$ cat src/rtl/startup_pkg.sv
package startup_pkg;
  typedef enum logic [2:0] {
    PH_POWER_UP   = 3'd0,
    PH_INIT_MEM   = 3'd1,
    PH_CONFIG     = 3'd2,
    PH_REL_RESET  = 3'd3,
    PH_REL_TRI    = 3'd4,
    PH_REL_WREN   = 3'd5,
    PH_USER       = 3'd6
  } phase_t;

  typedef enum logic [1:0] {
    PAD_FLOAT     = 2'd0,
    PAD_PULL_UP   = 2'd1,
    PAD_PULL_DOWN = 2'd2,
    PAD_USER      = 2'd3
  } pad_code_t;
endpackage

$ cat src/rtl/por_sync.sv
module por_sync #(
  parameter int STAGES = 2
) (
  input  logic clk,
  input  logic bank_ok,
  input  logic core_ok,
  input  logic aux_ok,
  output logic rst_n,
  output logic por_active
);
  logic supplies_ok;
  logic [STAGES-1:0] shift_q;

  assign supplies_ok = bank_ok & core_ok & aux_ok;

  always_ff @(posedge clk or negedge supplies_ok) begin
    if (!supplies_ok) shift_q <= '0;
    else              shift_q <= {shift_q[STAGES-2:0], 1'b1};
  end

  assign rst_n      = shift_q[STAGES-1];
  assign por_active = ~shift_q[STAGES-1];


  release_after_ok_chk: assert property (@(posedge clk) disable iff (!supplies_ok)
    $rose(rst_n) |-> $past(supplies_ok));
endmodule

$ cat src/rtl/startup_fsm.sv
module startup_fsm
  import startup_pkg::*;
#(
  parameter int GWE_DELAY = 1
) (
  input  logic       clk,
  input  logic       rst_n,
  input  logic       mem_clear_done,
  input  logic       cfg_load_done,
  input  logic [2:0] mode_pins,
  output logic       glob_reset,
  output logic       glob_tristate,
  output logic       glob_wr_en,
  output logic       init_done,
  output logic [2:0] mode_latched,
  output logic       mode_valid
);
  localparam int CNT_W = (GWE_DELAY > 1) ? $clog2(GWE_DELAY) : 1;
  localparam logic [CNT_W-1:0] CNT_LAST = CNT_W'(GWE_DELAY - 1);

  phase_t phase_q, phase_nxt;
  logic [CNT_W-1:0] cnt_q;

  always_comb begin
    phase_nxt = phase_q;
    unique case (phase_q)
      PH_POWER_UP:  phase_nxt = PH_INIT_MEM;
      PH_INIT_MEM:  if (mem_clear_done) phase_nxt = PH_CONFIG;
      PH_CONFIG:    if (cfg_load_done)  phase_nxt = PH_REL_RESET;
      PH_REL_RESET: phase_nxt = PH_REL_TRI;
      PH_REL_TRI:   if (cnt_q == CNT_LAST) phase_nxt = PH_REL_WREN;
      PH_REL_WREN:  phase_nxt = PH_USER;
      PH_USER:      phase_nxt = PH_USER;
      default:      phase_nxt = PH_POWER_UP;
    endcase
  end

  always_ff @(posedge clk or negedge rst_n) begin
    if (!rst_n) begin
      phase_q       <= PH_POWER_UP;
      cnt_q         <= '0;
      glob_reset    <= 1'b1;
      glob_tristate <= 1'b1;
      glob_wr_en    <= 1'b0;
      init_done     <= 1'b0;
      mode_latched  <= '0;
      mode_valid    <= 1'b0;
    end else begin
      phase_q       <= phase_nxt;
      cnt_q         <= (phase_q == PH_REL_TRI) ? cnt_q + 1'b1 : '0;
      glob_reset    <= (phase_nxt inside {PH_POWER_UP, PH_INIT_MEM, PH_CONFIG});
      glob_tristate <= !(phase_nxt inside {PH_REL_TRI, PH_REL_WREN, PH_USER});
      glob_wr_en    <= (phase_nxt inside {PH_REL_WREN, PH_USER});
      init_done     <= !(phase_nxt inside {PH_POWER_UP, PH_INIT_MEM});
      if (phase_q == PH_INIT_MEM && mem_clear_done) begin
        mode_latched <= mode_pins;
        mode_valid   <= 1'b1;
      end
    end
  end


  mode_hold_chk: assert property (@(posedge clk) disable iff (!rst_n)
    mode_valid |=> (mode_valid && $stable(mode_latched)));

  init_has_mode_chk: assert property (@(posedge clk) disable iff (!rst_n)
    init_done |-> mode_valid);

  tri_after_reset_chk: assert property (@(posedge clk) disable iff (!rst_n)
    !glob_tristate |-> !glob_reset);

  wren_needs_tri_chk: assert property (@(posedge clk) disable iff (!rst_n)
    glob_wr_en |-> !glob_tristate);

  wren_late_chk: assert property (@(posedge clk) disable iff (!rst_n)
    $rose(glob_wr_en) |-> $past(!glob_tristate));

  reset_fall_chk: assert property (@(posedge clk) disable iff (!rst_n)
    $fell(glob_reset) |-> glob_tristate);
endmodule

$ cat src/rtl/pad_pull_ctrl.sv
module pad_pull_ctrl
  import startup_pkg::*;
#(
  parameter int NPAD = 4
) (
  input  logic            clk,
  input  logic            rst_n,
  input  logic            glob_tristate,
  input  logic            pull_cfg_n,
  input  logic [1:0]      unused_term,
  input  logic [NPAD-1:0] pad_used,
  output logic [2*NPAD-1:0] pad_mode
);
  pad_code_t term_code;

  always_comb begin
    unique case (unused_term)
      2'b00:   term_code = PAD_PULL_DOWN;
      2'b01:   term_code = PAD_PULL_UP;
      default: term_code = PAD_FLOAT;
    endcase
  end

  for (genvar i = 0; i < NPAD; i++) begin : g_pad
    pad_code_t code;
    always_comb begin
      if (glob_tristate) code = pull_cfg_n ? PAD_FLOAT : PAD_PULL_UP;
      else if (pad_used[i]) code = PAD_USER;
      else code = term_code;
    end
    assign pad_mode[2*i +: 2] = code;


    no_user_in_tri_chk: assert property (@(posedge clk) disable iff (!rst_n)
      glob_tristate |-> (pad_mode[2*i +: 2] != 2'd3));
  end
endmodule

$ cat src/rtl/cfg_startup_seq.sv
module cfg_startup_seq #(
  parameter int NPAD      = 4,
  parameter int GWE_DELAY = 1
) (
  input  logic              clk,
  input  logic              bank_pwr_ok,
  input  logic              core_pwr_ok,
  input  logic              aux_pwr_ok,
  input  logic              mem_clear_done,
  input  logic              cfg_load_done,
  input  logic              pull_cfg_n,
  input  logic [2:0]        mode_pins,
  input  logic [1:0]        unused_term,
  input  logic [NPAD-1:0]   pad_used,
  output logic              por_active,
  output logic              glob_reset,
  output logic              glob_tristate,
  output logic              glob_wr_en,
  output logic              init_done,
  output logic [2:0]        mode_latched,
  output logic              mode_valid,
  output logic [2*NPAD-1:0] pad_mode
);
  logic rst_n;

  por_sync #(.STAGES(2)) u_por (
    .clk(clk), .bank_ok(bank_pwr_ok), .core_ok(core_pwr_ok), .aux_ok(aux_pwr_ok),
    .rst_n(rst_n), .por_active(por_active)
  );

  startup_fsm #(.GWE_DELAY(GWE_DELAY)) u_fsm (
    .clk(clk), .rst_n(rst_n), .mem_clear_done(mem_clear_done),
    .cfg_load_done(cfg_load_done), .mode_pins(mode_pins),
    .glob_reset(glob_reset), .glob_tristate(glob_tristate), .glob_wr_en(glob_wr_en),
    .init_done(init_done), .mode_latched(mode_latched), .mode_valid(mode_valid)
  );

  pad_pull_ctrl #(.NPAD(NPAD)) u_pad (
    .clk(clk), .rst_n(rst_n), .glob_tristate(glob_tristate), .pull_cfg_n(pull_cfg_n),
    .unused_term(unused_term), .pad_used(pad_used), .pad_mode(pad_mode)
  );
endmodule

$ cat config.mk
export PLATFORM = sky130hd
export DESIGN_NAME = cfg_startup_seq
export DESIGN_NICKNAME = d
export VERILOG_FILES = /design/src/rtl/startup_pkg.sv /design/src/rtl/por_sync.sv /design/src/rtl/startup_fsm.sv /design/src/rtl/pad_pull_ctrl.sv /design/src/rtl/cfg_startup_seq.sv
export SDC_FILE = /design/constraint.sdc
export NUM_CORES = 1
export LEC_CHECK = 0
export BUFFER_PORTS_ARGS = -buffer_cell sky130_fd_sc_hd__buf_2
export CORE_MARGIN = 4
export CORE_UTILIZATION = 43
export DETAILED_ROUTE_END_ITERATION = 8
export GPL_TIMING_DRIVEN = 0
export PLACE_DENSITY_LB_ADDON = 0.15
export SLEW_MARGIN = 40
export SYNTH_ARGS = -nofsm -noshare
export SYNTH_HDL_FRONTEND = slang
export SYNTH_SLANG_ARGS = --single-unit
$ cat constraint.sdc
create_clock -name clk -period 1 [get_ports clk]
set_clock_uncertainty 0.1 [all_clocks]
set_input_delay 0.05 -clock clk [delete_from_list [all_inputs] [get_ports clk]]
set_output_delay 0.05 -clock clk [all_outputs]
set_load 0.005 [all_outputs]
== Word level (Yosys, flattened, before mapping) ==
Index checks and enable logic that the tools add are counted.

* Eq/ne operators: 12
* Add/subtract/negate cells: 1
* Bitwise operators: 3
* Muxes and demuxes: 15
* Reduce and logical (&&, ||, !) cells: 11

{| class="wikitable"
|+ Operators with widths
! cell !! count
|-
| 3-bit equality test (second input constant) || 6
|-
| 3-bit case mux with 6 select lines || 1
|-
| 2-bit 2-to-1 mux || 8
|-
| 3-bit by 2-bit equality test with 1-bit output (second input constant) || 3
|-
| 3-bit 2-to-1 mux || 3
|-
| 3-bit by 1-bit equality test with 1-bit output (second input constant) || 2
|-
| 3-bit zero test || 2
|-
| 3-bit nonzero test || 2
|-
| 2-bit case mux with 2 select lines || 1
|-
| 2-bit nonzero test || 2
|-
| 1-bit bitwise AND || 2
|-
| 2-bit by 1-bit equality test with 1-bit output (second input constant) || 1
|-
| 1-bit zero test || 2
|-
| 2-bit zero test || 1
|-
| 1-bit 2-to-1 mux || 2
|-
| 2-bit OR reduction || 1
|-
| 1-bit adder (second input constant) || 1
|-
| 1-bit logical AND || 1
|-
| 1-bit inverter || 1
|}

* Flip-flop bits (word level): 14
* Input bits: 16
* Logic and storage cells: 51

== Depth between registers and ports, before layout ==
* Depth after elaboration: 6
* Mapped depth: 4
* Depth with buffers taken out: 3

== Cells and area by module ==
From an unflattened synthesis, not the netlist that was laid out.

* Cells, all modules: 63
* Area, all modules: 689.4 um2

{| class="wikitable"
|+ Modules (own cells, without submodules)
! module !! times used !! sequential area each (um2) !! area each (um2) !! cells an instance
|-
| startup_fsm || 1 || 302.8 || 505.5 || 38
|-
| pad_pull_ctrl || 1 || 0.0 || 120.1 || 20
|-
| por_sync || 1 || 50.0 || 63.8 || 5
|}

== Worst setup path after synthesis ==
Ideal clock, no wire load.

* Path type: register to register
* Start: reg u_fsm.phase_q[1]
* End: reg u_fsm.mode_latched[0]
* Cell stages (with the launch flop): 5
* Setup slack: -0.304 ns
* Path buffers: 1
* Arrival time: 1.079 ns
* Library setup time: 0.125 ns
* Path through: dfrtp_1 buf_6 nor2b_4 and3_4 mux2_4

* Cells in the longest elaborated chain, start to end: 2

{| class="wikitable"
|+ RTL lines
! item !! RTL line !! source
|-
| start, declared || startup_fsm.sv:21 || <nowiki>phase_t phase_q, phase_nxt;</nowiki>
|-
| start signal, assigned || startup_fsm.sv:49 || <nowiki>phase_q <= phase_nxt;</nowiki>
|-
| 3-bit by 1-bit equality test with 1-bit output || startup_fsm.sv:55 || <nowiki>if (phase_q == PH_INIT_MEM && mem_clear_done) begin</nowiki>
|-
| 1-bit logical AND || startup_fsm.sv:55 ||
|-
| end signal, assigned || startup_fsm.sv:56 || <nowiki>mode_latched <= mode_pins;</nowiki>
|-
| end, declared || startup_fsm.sv:15 || <nowiki>output logic [2:0] mode_latched,</nowiki>
|}

Every way passes these cells.
A chain may end at the register's enable or synchronous reset.

== Final worst setup path ==
* Start: reg u_fsm.glob_tristate
* End: out pad_mode[6]

* Cells in the longest elaborated chain, start to end: 1

{| class="wikitable"
|+ RTL lines
! item !! RTL line !! source
|-
| start, declared || startup_fsm.sv:12 || <nowiki>output logic glob_tristate,</nowiki>
|-
| start signal, assigned || startup_fsm.sv:52 || <nowiki>glob_tristate <= !(phase_nxt inside {PH_REL_TRI, PH_REL_WREN, PH_USER});</nowiki>
|-
| 2-bit 2-to-1 mux || pad_pull_ctrl.sv:27 || <nowiki>if (glob_tristate) code = pull_cfg_n ? PAD_FLOAT : PAD_PULL_UP;</nowiki>
|-
| end, declared || cfg_startup_seq.sv:22 || <nowiki>output logic [2*NPAD-1:0] pad_mode</nowiki>
|}

Every way passes these cells.

==> metrics.yaml <==
setup_path:
  crit_path_start: "u_fsm.glob_tristate"
  r2r-start: "u_fsm.phase_q[1]"
  reg2reg_to: "u_fsm.mode_latched[0]"
  critPathLaunchType: "register"
  crit_type: "register to primary output"
  path_buf_inv: 1
  end_kind: "primary output"
  rrSetupSlack_ns: -0.30
  critPathSlowestCell: "dfstp_2"
  critical-path-top-delay-family: "flip-flops"
  endpoint: "pad_mode[6]"
  required_ns: 0.85
  critical_path_depth: 3
  worstPathCellList: "a21o_1 > o21a_1 > buf_2"
  critical_path.max_stage_delay_ns: 0.56
  worstPathMaxFanout: 4
  worstPathArrival_ns: 1.20
  r2r_cells: 3
power_and_ir_drop:
  p_seq_frac: 0.558
  power_density_nw_per_um2: 989.1
  switching_share: 0.2189
  combPwrFrac: 0.127
  p_clk_frac: 0.315
  leakage_nw: 0.5423
  power_switching_mw: 0.2246
  ir_drop_mv: 0.8462
  p_int_mw: 0.8014
yosys:
  yosysWarnings: 0
  yosys.cell_types.count: 24
  synth_nets: 77
  yosysSeqAreaShare: 0.5434
  netlist_instances: 61
  async_flop_share: 1.000
  synth_flop_cell: "dfrtp_1"
  synth-edff-count: 0
  ys_ff_latch: 14
  syn_area_um2: 649.4
  syn_area_per_cell_um2: 10.65
timing:
  rsz0062_at_grt: "true"
  fmax_mhz: 742.8
  tns_ns: -3.779
  slew_violations: 0
  post-route-worst-setup-slack_ns: -0.3463
  fin_crit_ns: 1.346
  fin_crit_sh: 1.346
  hold_viol: 0
  timing.hold.ws_ns: 0.06041
  setup_viol: 18
clocking:
  tritoncts: "built"
  cts_buffers: 3
  clk_latency_ns: 0.28
  cts_sinks: 14
  cts.clk_slew.worst_paths_ns: 0.08
  cts_root_buf: "clkbuf_4"
  clockBufferDepth: 2
  cts_htree_levels: 1
drt:
  drt-total-wl_um: 1577
  wl_per_cell_um: 12.62
  drc: 0
  viasPerCell: 4.720
  vias: 590
  ant_nets: 0
  drtIter0Drc: 8
  first_pass_iters: 4
place:
  dpl.hpwl_um: 1004
  portBuffers: 32
  place_area_um2: 828.3
  gp_congestion: 0.7801
final_layout:
  final_cell_mix: "buf_2, nor2_1, dfrtp_1, dlygate4sd3_1"
  syn_to_final_growth_pct: 59.73
  layout_commonest_cell: "buf_2"
  design_area_um2: 1037
  n_antenna_cell: 0
  drive_gt1_frac: 0.5727
  final_nets: 127
global_routing:
  grt_pass1_wl_um: 2615
  grt_pass1_vias: 599
  antenna_found_initial: 0
  grt_max_degree: 13
  grt_use_total: 0.1763
  grt.overflow.total: 0
flow_run:
  drv_cap: 0
floorplan:
  start_util: 0.4753
  core_region_area_um2: 1366
  fp.dieArea_um2: 2196
  die_height_um: 46.86
  num_io_pins: 33
  die_w_um: 46.86
  num_rows: 13
min_path:
  worstHoldPathType: "input port to register"
status:
  status: "finished with violations"
  violations: "negative setup slack"
==> power groups by stage <==
stage	Combinational (mW)	Sequential (mW)	Clock (mW)
2_1_floorplan	0.0333	0.589	0
3_3_place_gp	0.0871	0.591	0
3_5_place_dp	0.0900	0.592	0
4_1_cts	0.127	0.573	0.341
5_1_grt	0.147	0.573	0.358
6_report	0.130	0.572	0.323
==> repair_timing <==
action	in CTS	in global routing
gates cloned	1	0
pin swaps	4	7
setup endpoints to repair	20	23
gates resized for setup	12	14
hold endpoints to repair	7	0
hold buffers	8	0
buffers inserted	4	3
==> logic make-up (layout without fill, tap and decap cells) <==
family,Yosys count,count (layout),synth area share
and+or+nand+nor,21,21,0.1657
DFF,14,14,0.5434
muxes,3,3,0.06936
buffers and inverters,7,56,0.06357
other,1,1,0.005775
xor gates and xnor gates,1,1,0.01349
AOI/OAI and AO/OA,14,14,0.1387
==> worst register-to-register path, stage by stage (launching register included) <==
cell and delay [ns]:
dfrtp_2 0.44, nor2b_4 0.12, and3_4 0.22, mux2_4 0.30
==> registers in the layout (all words and copies together), names as in the netlist <==
signal               flops
u_fsm.cnt_q              1
u_fsm.glob_tristate      1
u_fsm.glob_wr_en         1
u_fsm.mode_latched       3
u_fsm.phase_q            3
u_fsm.glob_reset         1
u_fsm.init_done          1
u_fsm.mode_valid         1
u_por.shift_q            2
==> layer usage <==
metal / part of all wire / vias to the layer above / global-route usage
met2: 0.46 / 21 / 0.2818
met4: 0.024 / 0 / 0.1160
met1: 0.44 / 267 / 0.2077
li1: - / 298 / -
met5: 0 / - / 0
met3: 0.070 / 4 / 0.04598
==> cells in the mapped netlist, types with 2 or more instances <==
library cell / count / share of area
dfrtp_1: 12 / 0.46
nor2_1: 10 / 0.058
inv_1: 4 / 0.023
nand2_1: 4 / 0.023
o21a_1: 4 / 0.046
o21ai_0: 4 / 0.031
mux2_4: 3 / 0.069
a21o_1: 2 / 0.023
buf_6: 2 / 0.035
dfstp_2: 2 / 0.081
==> how the worst min path moves through the flow <==
| stage | from | end | slack, ns | cells after the start |
|---|---|---|---|---|
| 3_5_place_dp | core_pwr_ok | u_por.shift_q[1] | -0.13 | 2 |
| 2_1_floorplan | core_pwr_ok | u_por.shift_q[0] | -0.22 | 1 |
| 5_1_grt | mem_clear_done | u_fsm.phase_q[0] | 0.09 | 3 |
| 6_report | mem_clear_done | u_fsm.init_done | 0.06 | 3 |
| 4_1_cts | mem_clear_done | u_fsm.init_done | 0.03 | 3 |
| 3_3_place_gp | core_pwr_ok | u_por.shift_q[1] | -0.13 | 2 |
==> per-stage QoR <==
step / instances / power, mW / util / worst slack (ns)
after floorplan: 61 / 0.6221 / - / -0.3006
after CTS: 125 / 1.040 / 0.7418 / -0.3663
after detailed placement: 108 / 0.6816 / 0.6062 / -0.3465
after global placement: 108 / 0.6784 / 0.6062 / -0.3385
after global routing: 125 / 1.078 / 0.7592 / -0.4231
final: 125 / 1.026 / 0.7592 / -0.3463
==> cell type report <==
cell class,count,area (um^2)
well taps,15,18.77
flip-flops and latches,14,356.6
fillers,98,329.1
clock buffers,4,26.28
multi-input cells,40,310.3
inverters,5,21.27
repair buffers,47,304.0
Note: power is estimated with default switching activity, not from simulation.
